--- src/rtl/xtx_pkg.sv ---
package xtx_pkg;
    typedef enum logic [2:0] {
        ST_IDLE, ST_START, ST_DATA, ST_PARITY, ST_STOP1, ST_STOP2
    } tx_state_e;

    function automatic logic [4:0] bits_of(input logic [3:0] code);
        unique case (code)
            4'd0: return 5'd5;
            4'd1: return 5'd6;
            4'd2: return 5'd7;
            4'd3: return 5'd8;
            4'd4: return 5'd9;
            4'd5: return 5'd13;
            4'd6: return 5'd14;
            4'd7: return 5'd15;
            4'd8: return 5'd16;
            default: return 5'd8;
        endcase
    endfunction
endpackage

--- src/rtl/xtx_tick.sv ---
module xtx_tick #(
    parameter int SYNC_STAGES = 2
) (
    input  logic clk,
    input  logic rst_n,
    input  logic sync_mode,
    input  logic baud_tick,
    input  logic ext_clk,
    output logic bit_tick
);
    logic [SYNC_STAGES:0] chain;
    logic                 ext_rise;

    always_ff @(posedge clk or negedge rst_n) begin
        if (!rst_n) chain <= '0;
        else        chain <= {chain[SYNC_STAGES-1:0], ext_clk};
    end

    assign ext_rise = chain[SYNC_STAGES-1] & ~chain[SYNC_STAGES];
    assign bit_tick = sync_mode ? ext_rise : baud_tick;
endmodule

--- src/rtl/xtx_hold.sv ---
module xtx_hold #(
    parameter int BYTE_W = 8
) (
    input  logic                clk,
    input  logic                rst_n,
    input  logic                ext_wr,
    input  logic [BYTE_W-1:0]   ext_data,
    input  logic                dat_wr,
    input  logic [BYTE_W-1:0]   dat_data,
    input  logic                take,
    output logic                full,
    output logic                accept,
    output logic [2*BYTE_W-1:0] word
);
    logic [BYTE_W-1:0] ext_q;

    assign accept = dat_wr && !full;

    always_ff @(posedge clk or negedge rst_n) begin
        if (!rst_n) begin
            ext_q <= '0;
            full  <= 1'b0;
            word  <= '0;
        end else begin
            if (ext_wr) ext_q <= ext_data;
            if (accept) begin
                word <= {ext_q, dat_data};
                full <= 1'b1;
            end else if (take) begin
                full <= 1'b0;
            end
        end
    end
endmodule

--- src/rtl/xtx_fsm.sv ---
module xtx_fsm
    import xtx_pkg::*;
#(
    parameter int WORD_W = 16
) (
    input  logic              clk,
    input  logic              rst_n,
    input  logic              bit_tick,
    input  logic              tx_en,
    input  logic              hold_full,
    input  logic [WORD_W-1:0] hold_word,
    input  logic              clr_done,
    input  logic [3:0]        len_sel,
    input  logic [1:0]        par_mode,
    input  logic              two_stop,
    output logic              take,
    output logic              line_bit,
    output logic              done
);
    localparam int CNT_W = $clog2(WORD_W + 1);

    tx_state_e         state, state_nx;
    logic [WORD_W-1:0] shreg;
    logic [CNT_W-1:0]  cnt;
    logic              par_bit;
    logic [4:0]        nbits;
    logic [WORD_W-1:0] mask;
    logic              start_ok;
    logic              finish;

    assign nbits    = bits_of(len_sel);
    assign mask     = WORD_W'((32'd1 << nbits) - 32'd1);
    assign start_ok = tx_en && hold_full && bit_tick;

    always_comb begin
        state_nx = state;
        take     = 1'b0;
        finish   = 1'b0;
        unique case (state)
            ST_IDLE: if (start_ok) begin
                state_nx = ST_START;
                take     = 1'b1;
            end
            ST_START: if (bit_tick) state_nx = ST_DATA;
            ST_DATA: if (bit_tick && (5'(cnt) == nbits - 5'd1))
                state_nx = par_mode[1] ? ST_PARITY : ST_STOP1;
            ST_PARITY: if (bit_tick) state_nx = ST_STOP1;
            ST_STOP1, ST_STOP2: if (bit_tick) begin
                if (state == ST_STOP1 && two_stop) begin
                    state_nx = ST_STOP2;
                end else if (start_ok) begin
                    state_nx = ST_START;
                    take     = 1'b1;
                end else begin
                    state_nx = ST_IDLE;
                    finish   = 1'b1;
                end
            end
            default: state_nx = ST_IDLE;
        endcase
    end

    always_ff @(posedge clk or negedge rst_n) begin
        if (!rst_n) state <= ST_IDLE;
        else        state <= state_nx;
    end

    always_ff @(posedge clk or negedge rst_n) begin
        if (!rst_n) begin
            shreg   <= '0;
            cnt     <= '0;
            par_bit <= 1'b0;
            done    <= 1'b0;
        end else begin
            if (take) begin
                shreg   <= hold_word & mask;
                cnt     <= '0;
                par_bit <= (^(hold_word & mask)) ^ par_mode[0];
            end else if (state == ST_DATA && bit_tick) begin
                shreg <= shreg >> 1;
                cnt   <= cnt + 1'b1;
            end
            if (clr_done)    done <= 1'b0;
            else if (finish) done <= !hold_full;
        end
    end

    always_comb begin
        unique case (state)
            ST_START:  line_bit = 1'b0;
            ST_DATA:   line_bit = shreg[0];
            ST_PARITY: line_bit = par_bit;
            default:   line_bit = 1'b1;
        endcase
    end
endmodule

--- src/rtl/xframe_tx.sv ---
module xframe_tx #(
    parameter int BYTE_W      = 8,
    parameter int SYNC_STAGES = 2
) (
    input  logic              clk,
    input  logic              rst_n,
    input  logic              tx_en,
    input  logic              sync_mode,
    input  logic              baud_tick,
    input  logic              ext_clk,
    input  logic [3:0]        len_sel,
    input  logic [1:0]        par_mode,
    input  logic              two_stop,
    input  logic              ext_wr,
    input  logic [BYTE_W-1:0] ext_data,
    input  logic              dat_wr,
    input  logic [BYTE_W-1:0] dat_data,
    output logic              buf_empty,
    output logic              tx_done,
    output logic              txd,
    output logic              txd_oe
);
    localparam int WORD_W = 2 * BYTE_W;

    logic              bit_tick, take, full, accept, line_bit;
    logic [WORD_W-1:0] word;

    xtx_tick #(.SYNC_STAGES(SYNC_STAGES)) u_tick (
        .clk(clk), .rst_n(rst_n), .sync_mode(sync_mode),
        .baud_tick(baud_tick), .ext_clk(ext_clk), .bit_tick(bit_tick)
    );

    xtx_hold #(.BYTE_W(BYTE_W)) u_hold (
        .clk(clk), .rst_n(rst_n), .ext_wr(ext_wr), .ext_data(ext_data),
        .dat_wr(dat_wr), .dat_data(dat_data), .take(take),
        .full(full), .accept(accept), .word(word)
    );

    xtx_fsm #(.WORD_W(WORD_W)) u_fsm (
        .clk(clk), .rst_n(rst_n), .bit_tick(bit_tick), .tx_en(tx_en),
        .hold_full(full), .hold_word(word), .clr_done(accept),
        .len_sel(len_sel), .par_mode(par_mode), .two_stop(two_stop),
        .take(take), .line_bit(line_bit), .done(tx_done)
    );

    assign buf_empty = !full;
    assign txd       = tx_en ? line_bit : 1'b1;
    assign txd_oe    = tx_en;
endmodule

--- config.mk ---
export PLATFORM = sky130hd
export DESIGN_NAME = xframe_tx
export DESIGN_NICKNAME = d
export VERILOG_FILES = /design/src/rtl/xtx_pkg.sv /design/src/rtl/xtx_tick.sv /design/src/rtl/xtx_hold.sv /design/src/rtl/xtx_fsm.sv /design/src/rtl/xframe_tx.sv
export SDC_FILE = /design/constraint.sdc
export NUM_CORES = 1
export LEC_CHECK = 0
export ABC_AREA = 1
export BUFFER_PORTS_ARGS = -buffer_cell sky130_fd_sc_hd__buf_2
export CORE_AREA = 2 2 87 89
export CTS_BUF_LIST = sky130_fd_sc_hd__clkbuf_8
export CTS_CLUSTER_DIAMETER = 80
export DETAILED_ROUTE_END_ITERATION = 8
export DIE_AREA = 0 0 89 91
export PLACE_DENSITY_LB_ADDON = 0.05
export SYNTH_ARGS = -nofsm -noshare
export SYNTH_HDL_FRONTEND = slang
export SYNTH_HIERARCHICAL = 1
export SYNTH_SLANG_ARGS = --single-unit
--- constraint.sdc ---
create_clock -name clk -period 2.82 [get_ports clk]
set_clock_uncertainty 0.15 [all_clocks]
set_input_delay 0.564 -clock clk [delete_from_list [all_inputs] [get_ports clk]]
set_output_delay 0.564 -clock clk [all_outputs]
set_load 0.05 [all_outputs]
* Yosys cells after proc, flatten, opt, wreduce, memory -nomap -nowiden
Memories as Yosys holds them, arrays and structs flattened. Cells that the tools add are included.
Word-level totals: input bits 31, memories kept 1, memory bits (read-only) 80, bits in registers 54, word-level logic and storage cells 71
Cells by class: reduce and logical (&&, ||, !) cells 14, shift-type cells 1, bitwise operators 4, eq/ne operators 11, add/subtract/negate cells 3, mux-type cells 28
Memory list:
- (name not given) | words 16, bits a word 5, read ports 1, clocked after memory_dff 0, wr ports 0, line xtx_pkg.sv:7 | unique case (code)
Operators by type and width (count):
- 2-to-1 mux 16 bit | 2
- 2-to-1 mux 3 bit | 7
- AND 16 bit | 1
- XOR reduction 16 bit | 1
- left shift 1 x 5 -> 16 bit (first input constant) | 1
- subtractor 16 x 1 -> 16 bit (second input constant) | 1
- one-hot mux 3 bit (5 select lines) | 1
- 2-to-1 mux 1 bit | 14
- 2-to-1 mux 5 bit | 2
- inequality test 2 x 1 -> 1 bit (second input constant) | 5
- equality test 3 x 2 -> 1 bit (second input constant) | 2
- equality test 3 bit (second input constant) | 2
- logical AND 1 bit | 6
- nonzero test 2 bit | 3
- adder 5 x 1 -> 5 bit (second input constant) | 1
- equality test 5 bit | 1
- AND reduction 5 bit | 1
- subtractor 5 x 1 -> 5 bit (second input constant) | 1
- equality test 3 x 1 -> 1 bit (second input constant) | 1
- logical NOT 3 bit | 1
- one-hot mux 1 bit (3 select lines) | 1
- one-hot mux 1 bit (2 select lines) | 1
- OR reduction 2 bit | 1
- AND 1 bit | 1
- other kinds (3) | 3

* Depth between registers and ports, before layout
word-level depth 10, depth in mapped cells 31, mapped depth without buffers 30

* By module
Netlist, hierarchy kept.
By module, submodules not included:
- xtx_fsm | seq. area each 650.6 um^2, times used 1, area each 2712.6 um^2, cells each 424
- xtx_hold | seq. area each 625.6 um^2, times used 1, area each 1011.0 um^2, cells each 106
- xtx_tick | seq. area each 75.1 um^2, times used 1, area each 95.1 um^2, cells each 8
- xframe_tx | seq. area each 0.0 um^2, times used 1, area each 18.8 um^2, cells each 4

* Worst setup path before layout
OpenSTA, ideal clock, no wires.
path type in2reg, start point in len_sel[0], end point reg u_fsm.par_bit, arrival 3.039 ns, path slack -0.486 ns, setup time 0.117 ns, required time 2.553 ns, cell stages on the path 22, cell sequence inv_1 > ha_1 > nand2_1 > o21ai_0 > inv_1 > ha_1 > nand4_1 > inv_1 > nand2_1 > ha_1 > nor2_1 > xnor2_1 > xor2_1 > nand3_1 > nand2_1 > nand2_1 > nand2_1 > nand2_1 > nand2_1 > nand2_1 > nand3_1 > nand2_1
Between the ends: cells in the longest elaborated chain, start to end 6
Ends and longest elaborated chain:
- start, declared | line xframe_tx.sv:11 | input logic [3:0] len_sel,
- memory (16 x 5 bit)
- left shift 1 x 5 -> 16 bit | line xtx_fsm.sv:32 | assign mask = WORD_W'((32'd1 << nbits) - 32'd1);
- subtractor 16 x 1 -> 16 bit | line xtx_fsm.sv:32
- AND 16 bit | line xtx_fsm.sv:78 | par_bit <= (^(hold_word & mask)) ^ par_mode[0];
- XOR reduction 16 bit | line xtx_fsm.sv:78
- bitwise XOR 1 bit | line xtx_fsm.sv:78
- end signal, assigned | line xtx_fsm.sv:78
- end, declared | line xtx_fsm.sv:25 | logic par_bit;
Every way passes these cells. A chain may end at the register's enable or synchronous reset.

* Worst setup path in the final report
Same ends and word-level chain as after synthesis.

==> key figures <==
Outcome
  – Outcome: finished with violations
  – Failing checks: setup timing

Worst setup path
  – Reg2reg setup slack: 0.35 ns
  – Crit-path max cell delay: 0.30 ns
  – CP Launch Type: primary input
  – Reg-to-reg startpoint: u_fsm/state[1]
  – Top fanout value on the critical path: 4
  – CP Capture Type: flop
  – Arr. time, crit path: 3.09 ns
  – Worst Setup Path Type: primary input to flop
  – R2r worst-path depth: 11
  – Most used cell, CP: nand2_2
  – Crit path max-delay cell type: ha_4
  – CP required: between 2 and 3 ns
  – Worst reg2reg endpoint: u_fsm/shreg[9]

Power
  – Cell Pwr Density: 755 mW/mm2
  – Reg power frac: roughly 34%
  – Int Power: 2.13 mW
  – Peak supply drop: 349 uV
  – Leak: roughly 2.8 nW
  – Logic pwr share: 55.1%
  – Clk pwr share: 11.3%
  – Power, Total: 3.87 mW
  – Switch Pwr: 1.74 mW
  – Switching part of the total: approximately 45%

STA
  – RSZ-0062 raised after global routing: true
  – Hold slack: slightly below 0.07 ns
  – Final WS setup: -0.210 ns
  – Peak Freq: 330 MHz
  – Final setup violation count: 1
  – Worst-Margin Slew: 0.526 ns
  – Slew headroom: 64.9%
  – Pins over their slew limit: 0
  – Fin Setup TNS: -0.210 ns
  – Final hold viol count: 0
  – Final min period: 3.03 ns
  – Final period util: 107%

Clock network
  – TritonCTS Buffers: 5
  – CTS Buffer Depth: 2
  – Clock Sinks: 54
  – Clock root buffer: clkbuf_8
  – H-tree Lvls: 2
  – CTS tree: yes
  – Hold_buf cts: 0
  – Clock latency on the worst-skew pair: 0.31 ns
  – Worst-path clk slew: 0.10 ns

Die
  – I/O pin cnt: 35
  – Core Box Area: 0.00714 mm2
  – Initial core utilization: between 50% and 60%
  – Die W: between 80 and 90 um
  – Rows: 31
  – Die ar.: between 0.008 and 0.009 mm2
  – Die Ht: just over 90 um

Synthesis
  – Synth Cell Area: 0.00384 mm2
  – Top cells by count, synth: 159 x nand2_1, 78 x inv_1, 59 x nand3_1
  – Top cells by area, synth: dfrtp_1 35%, nand2_1 16%, nand3_1 7.7%, inv_1 7.6%, nor2_1 4.1%
  – Syn Inst Count: 542
  – Top FF cell, synth: dfrtp_1
  – Synth cell types: 44
  – Syn. warnings: 6
  – Synth Register Bits: between 50 and 60
  – EDFF count, synth: 0
  – Cell with the most instances after synthesis: nand2_1
  – Post-synthesis sequential area ratio: 35.2%
  – Post-Syn Nets: 584
  – Avg Cell Area, Syn: 7.08 um2
  – Yosys top cell area share: 35.2%
  – Post-synth ARST share: 100%
  – Area leader, netlist: dfrtp_1

Finish
  – # diodes: 0
  – Non-filler cells, final: 747
  – NumNets Final: just under 700
  – Ratio of cells with drive above 1 in the final layout: 35.8%
  – Core Util, Final: 71.8%
  – Area Growth Syn to Fin: 33.6%
  – Fin area: 0.00513 mm2

Global routing
  – GR Overflow Total: 0
  – Initial antenna violation count: 0
  – Gr usage total: 26.0%
  – Vias in the first global route: 3,592
  – Largest net degree at the start of global routing: 35
  – First-pass GRT wire length: 16,700 um

Placed design
  – Pre-CTS setup slack: -0.585 ns
  – Port Buffers: 34
  – Placed cell areas: approximately 0.0047 mm2
  – Hpwl dp: about 7500 um
  – GPL Wtd Cong: 1.05
  – Placed Cells: 731

Drt
  – First-pass iteration count of the detailed router: 5
  – Vias after detailed routing: 3,842
  – Wirelength per Cell: 13.2 um
  – Antenna viol nets, final: 0
  – Detailed Route Iter0 Violations: 217
  – Avg Vias per Cell: 5.14
  – DRC viols: 0
  – Final WL: 9890 um

Hold path
  – Min-Delay Path Class: primary input to asynchronous set/reset pin

Flow run
  – Max Cap Viol: 0
-- power groups by stage --
stage	Sequential, mW	Clock (mW)	Combinational (mW)
6_report	1.30	0.438	2.13
2_1_floorplan	1.25	0	1.32
5_1_grt	1.33	0.493	2.38
3_3_place_gp	1.29	0	1.78
4_1_cts	1.29	0.449	1.90
3_5_place_dp	1.30	0	1.83
-- registers in the layout, indices dropped and copies added (netlist names) --
name / flops
u_fsm/shreg: 16
u_hold/word: 16
u_hold/ext_q: 8
u_fsm/cnt: 5
u_fsm/state: 3
u_tick/chain: 3
u_fsm/done: 1
u_fsm/par_bit: 1
u_hold/full: 1
-- cell families (layout without fill, tap and decap cells) --
| kind of cell | count (synthesis) | in the layout | synth area share [%] |
|---|---|---|---|
| AND/OR/NAND/NOR | 312 | 312 | 38.6 |
| buffers and inverters | 98 | 204 | 11.0 |
| AO/OA/AOI/OAI | 59 | 59 | 9.75 |
| flip-flops | 54 | 54 | 35.2 |
| adder cells (fa/ha/maj) | 11 | 11 | 3.59 |
| XOR/XNOR | 8 | 8 | 1.83 |
-- how the worst max path moves through the flow --
stage	from	to	slack, ns	depth (start not counted)
floorplan	len_sel[0]	u_fsm/par_bit	-0.26	27
global placement	len_sel[0]	u_fsm/par_bit	-0.52	28
detailed placement	len_sel[0]	u_fsm/par_bit	-0.58	28
CTS	len_sel[0]	u_fsm/par_bit	-0.11	25
global route	len_sel[0]	u_fsm/par_bit	-0.41	26
finish	len_sel[0]	u_fsm/par_bit	-0.21	30
-- worst max-delay path: cells and delay by family --
| kind | cells | cell delay (ns) |
|---|---|---|
| compound gates | 1 | 0.07 |
| fa+ha+maj | 3 | 0.65 |
| buf+inv | 8 | 0.55 |
| simple gates | 18 | 1.27 |
-- layout by cell type, fill, tap and decap left out, drive strengths merged --
| cell | Yosys | routed |
|---|---|---|
| xor2 | 4 | 4 |
| inv | 83 | 83 |
| nor3 | 5 | 5 |
| o21ai | 27 | 27 |
| o221ai | 4 | 4 |
| o211ai | 2 | 2 |
| clkinv | 3 | 4 |
| nand2 | 169 | 169 |
| clkinvlp | 0 | 1 |
| or2 | 2 | 2 |
| nor2 | 54 | 54 |
| buf | 10 | 111 |
| clkbuf | 2 | 5 |
| nand3 | 68 | 68 |
| a21boi | 1 | 1 |
| a221oi | 5 | 5 |
| nand4 | 12 | 12 |
| o31ai | 1 | 1 |
| a21oi | 11 | 11 |
| dfrtp | 54 | 54 |
| xnor2 | 4 | 4 |
| o21bai | 1 | 1 |
| a22oi | 2 | 2 |
| ha | 11 | 11 |
| a311oi | 1 | 1 |
| and3 | 1 | 1 |
| o22ai | 4 | 4 |
| nand3b | 1 | 1 |
-- what timing repair did --
| item | 4_1_cts | 5_1_grt |
|---|---|---|
| setup buffers | 6 | 3 |
| gates resized for setup | 35 | 42 |
| pin swaps | 20 | 26 |
| setup endpoints to repair | 3 | 9 |
-- per-layer routing --
| metal | part of all wire, % | up-vias | global-route usage, % |
|---|---|---|---|
| met5 | 0 | - | 0 |
| met4 | 2.6 | 0 | 8.08 |
| met3 | 3.6 | 17 | 3.18 |
| met2 | 48 | 86 | 41.9 |
| met1 | 46 | 1785 | 36.2 |
| li1 | - | 1954 | - |
-- cell type report --
type	instances	area, um2
Fill cell	628	2010
Clock inverter	2	13.8
Clock buffer	5	68.8
Multi-Input combinational cell	390	2430
Sequential cell	54	1350
Inverter	86	335
Timing Repair Buffer	111	800
Tap cell	99	124
(Power assumes the default switching activity.)
